## config.mk

```make
export PLATFORM = sky130hd
export DESIGN_NAME = fetch_seq
export DESIGN_NICKNAME = d
export VERILOG_FILES = /design/src/rtl/fetch_seq.sv
export SDC_FILE = /design/constraint.sdc
export NUM_CORES = 1
export LEC_CHECK = 0
export ABC_AREA = 1
export BUFFER_PORTS_ARGS = -buffer_cell sky130_fd_sc_hd__clkbuf_2
export CORE_AREA = 2 2 63 110
export CTS_BUF_LIST = sky130_fd_sc_hd__clkbuf_8
export DETAILED_ROUTE_END_ITERATION = 12
export DIE_AREA = 0 0 65 112
export PLACE_DENSITY = 0.8
export SLEW_MARGIN = 10
export SYNTH_ARGS = -nofsm -noshare
export SYNTH_HDL_FRONTEND = slang
export SYNTH_SLANG_ARGS = --single-unit
export TNS_END_PERCENT = 5
```

## constraint.sdc

```tcl
create_clock -name clk -period 1.8 [get_ports clk]
set_input_delay 0.18 -clock clk [delete_from_list [all_inputs] [get_ports clk]]
set_output_delay 0.18 -clock clk [all_outputs]
set_load 0.01 [all_outputs]
```

## src/rtl/fetch_seq.sv

```systemverilog
module fetch_seq #(
  parameter int AW = 32,
  parameter logic [AW-1:0] BOOT_ADDR = '0
) (
  input  logic          clk,
  input  logic          rst_n,
  input  logic          fetch_en,
  input  logic          br_take,
  input  logic [AW-1:0] br_target,
  output logic [AW-1:0] fetch_addr,
  output logic          fetch_valid,
  output logic          in_delay_slot,
  output logic          misalign
);

  localparam logic [AW-1:0] STEP = AW'(4);

  logic [AW-1:0] pc_q, npc_q;
  logic          slot_q;

  wire tgt_ok   = (br_target[1:0] == 2'b00);
  wire redirect = fetch_en & br_take & tgt_ok;

  always_ff @(posedge clk or negedge rst_n) begin
    if (!rst_n) begin
      pc_q   <= BOOT_ADDR;
      npc_q  <= BOOT_ADDR + STEP;
      slot_q <= 1'b0;
    end else if (fetch_en) begin
      pc_q   <= npc_q;
      npc_q  <= redirect ? br_target : npc_q + STEP;
      slot_q <= redirect;
    end
  end

  assign fetch_addr    = pc_q;
  assign fetch_valid   = fetch_en & rst_n;
  assign in_delay_slot = slot_q;
  assign misalign      = fetch_en & br_take & ~tgt_ok & rst_n;

  always_comb begin
    if (rst_n) AST_ADDR_ALIGNED: assert (fetch_addr[1:0] == 2'b00);
  end

  AST_SEQ_STEP: assert property (@(posedge clk) disable iff (!rst_n)
    (fetch_en && !in_delay_slot) |=> fetch_addr == $past(fetch_addr) + STEP);

  AST_SLOT_AFTER_BRANCH: assert property (@(posedge clk) disable iff (!rst_n)
    (fetch_en && br_take && br_target[1:0] == 2'b00) |=> in_delay_slot);

  AST_STALL_HOLD: assert property (@(posedge clk) disable iff (!rst_n)
    !fetch_en |=> ($stable(fetch_addr) && $stable(in_delay_slot)));

  AST_BAD_TARGET_DROPPED: assert property (@(posedge clk) disable iff (!rst_n)
    misalign |=> !in_delay_slot);

  AST_NO_FLAG_IN_STALL: assert property (@(posedge clk) disable iff (!rst_n)
    !fetch_en |-> (!misalign && !fetch_valid));

endmodule

```

==> impl_metrics.py <==
metrics = {
    "status": {
        "outcome": "finished clean",
    },
    "synth": {
        "seq_area_frac_synth": 0.458,
        "synth_common_cells": "nand2_1 (175), dfrtp_1 (64), inv_1 (53)",
        "synth.ff_latch_count": 65,
        "synth_largest_area_cell": "dfrtp_1",
        "synth_nets": 532,
        "synth_top_area_share": 0.451,
        "syn_area_um2": 3550,
        "synth_cell_types": 32,
        "yosysMostFrequentCell": "nand2_1",
        "syn_avg_cell_area_um2": 7.18,
        "yosys_warnings": 0,
        "ys_top_cells_by_area": "dfrtp_1 (45%), nand2_1 (18%), o21ai_0 (7.0%)",
        "synth_cells": 495,
        "yosys_most_used_dff": "dfrtp_1",
        "synth-edff-count": 0,
        "ys_async_sr_fraction": 1.00,
    },
    "timing": {
        "setup_tns_ps": 0,
        "hold_viol_final": 0,
        "fmax_mhz": 605,
        "fin_skew_ps": 7.40,
        "fin_hold_ws_ps": 34.7,
        "fin_crit_sh": 0.918,
        "relSlewSlack": 0.735,
        "maxSlewViolCount": 0,
        "grt_setup_unrepaired": "no",
        "worstMarginPinSlew_ps": 397,
        "period_needed_ps": 1650,
        "setup_viol": 0,
    },
    "cts": {
        "numCtsBuffers": 9,
        "path_clk_slew_ps": 70,
        "cts_tree": "built",
        "clock_path_buffers": 2,
        "cts_root_buffer": "clkbuf_8",
        "clock-sinks": 65,
        "cts_max_level": 3,
        "clk_latency_ps": 360,
    },
    "detailed_routing": {
        "drt-total-wl_mm": 9.20,
        "first_pass_iters": 5,
        "avgRoutedWirePerCell_um": 14.1,
        "drt_iter0_markers": 261,
        "dr_total_vias": 3428,
        "drc": 0,
        "ant_nets": 0,
        "via_per_inst": 5.27,
    },
    "pwr": {
        "pwr-share-comb": 0.316,
        "powerDensity_nw_per_um2": 1160,
        "power_leakage_uw": 0.00217,
        "internal_power_uw": 2960,
        "peakVddDrop_v": 0.000747,
        "switchingPower_uw": 1900,
        "p_clk_frac": 0.238,
        "seq_power_share": 0.446,
        "swShare": 0.391,
    },
    "layout": {
        "utilization": 0.655,
        "fin_cells": 650,
        "layout-drive-gt1-share": 0.194,
        "finish.instance_area_um2": 4190,
        "final_nets": 601,
        "diodes": 0,
        "area_growth_pct": 17.8,
    },
    "placement": {
        "place_inst": 634,
        "place.detailed.hpwl_mm": 6.80,
        "globalplace.congestion": 0.958,
        "io_buffers": 70,
        "post_dp_cell_area_um2": 4000,
    },
    "grt": {
        "antenna_found_initial": 0,
        "track_usage": 0.283,
        "grt_pass1_wl_mm": 15.6,
        "grt_max_degree": 66,
        "grt_pass1_vias": 3320,
        "overflow": 0,
    },
    "floorplan": {
        "start_util": 0.556,
        "die-area_um2": 7280,
        "die_width_um": 65,
        "die_y_um": 112,
        "core_um2": 6390,
        "rows": 39,
        "ios": 71,
    },
    "worst_hold_path": {
        "hold_path_startpoint": "br_target[4]",
        "min_to": "npc_q[4]",
        "hold_path_class": "in2reg",
        "hold_path_depth": 3,
    },
    "setup_path": {
        "path_class": "reg2reg",
        "rrSetupSlack_ps": 150,
        "reg2regPathDepth": 10,
        "rr_endpoint": "npc_q[30]",
        "reg2reg_from": "npc_q[2]",
        "startpoint_type": "register",
        "path_max_fanout": 4,
        "cp_data_arrival_time_ps": 1910,
        "cp.required_ps": 2060,
        "end_kind": "register",
    },
    "flow_run": {
        "drv_cap": 0,
    },
}
worst max-delay path: stages (launching register included):
cell and delay (ps):
dfstp_2 560, ha_1 200, nand2_2 90, nor2_4 130, nand2_2 130, nor2_4 130
nand2_1 60, nand2_1 70, nand3_1 80, nand2_1 70, nand2_1 40
state kept, by name (all words and copies together) (netlist names):
name	cells
fetch_addr	32
in_delay_slot	1
npc_q	32
per-stage QoR:
| step | worst slack (ps) | power, uW |
|---|---|---|
| 3_3_place_gp | 224 | 3670 |
| 3_5_place_dp | 163 | 3720 |
| 5_1_grt | 1.79 | 5190 |
| 6_report | 148 | 4870 |
| 4_1_cts | 146 | 4880 |
| 2_1_floorplan | 290 | 3150 |
layout make-up:
| cell class | instances | area, um2 |
|---|---|---|
| fill | 586 | 2210 |
| sequential | 65 | 1630 |
| multi-input combinational | 355 | 1620 |
| timing repair buffer | 78 | 450 |
| inverter | 55 | 206 |
| clock buffer | 12 | 165 |
| tap | 82 | 103 |
| clock inverter | 3 | 15.0 |
layer usage:
metal	share of wire	track usage	vias up
li1	-	-	1706
met1	0.37	0.321	1592
met4	0.054	0.191	0
met2	0.53	0.488	100
met3	0.041	0.0313	30
met5	0	0	-
how the worst max path moves through the flow:
stage,from,to,slack [ps],cells after the start
5_1_grt,npc_q[2],npc_q[24],2,10
3_3_place_gp,npc_q[2],npc_q[18],220,8
3_5_place_dp,npc_q[2],npc_q[20],160,10
4_1_cts,npc_q[2],npc_q[30],150,10
2_1_floorplan,npc_q[2],npc_q[18],290,8
6_report,npc_q[2],npc_q[30],150,10
cells by family after synthesis:
| group | after synthesis | share of synthesized area |
|---|---|---|
| simple gates | 271 | 0.321 |
| compound gates | 83 | 0.129 |
| buf+inv | 75 | 0.0880 |
| flops | 65 | 0.458 |
| fa+ha+maj | 1 | 0.00352 |
placed cells by master (no fill, tap or decap), types with 2 or more instances in the layout:
cell / n
o211ai_1: 5
clkbuf_2: 70
o21bai_1: 3
a211oi_1: 3
buf_4: 4
nor2_4: 7
a21oi_1: 13
nand2_1: 175
nand3_1: 39
nor2_1: 40
clkinv_2: 3
nand2_2: 5
clkbuf_8: 12
inv_2: 2
buf_12: 3
inv_1: 53
dfrtp_1: 64
o21ai_0: 49
o21ai_1: 2
o22ai_1: 4
power groups by stage:
stage                     Clock, uW  Sequential [uW]  Combinational (uW)
final                          1160             2170                1540
after global routing           1210             2210                1770
after CTS                      1170             2170                1540
after detailed placement          0             2190                1530
after global placement            0             2170                1500
after floorplan                   0             2170                 982
what timing repair did:
action,in CTS,in global routing
buffers inserted,0,0
resized for setup,0,1
hold buffers,1,0
endpoints found under the hold margin,64,0
setup endpoints to repair,0,1
Note: power is estimated with default switching activity, not from simulation.
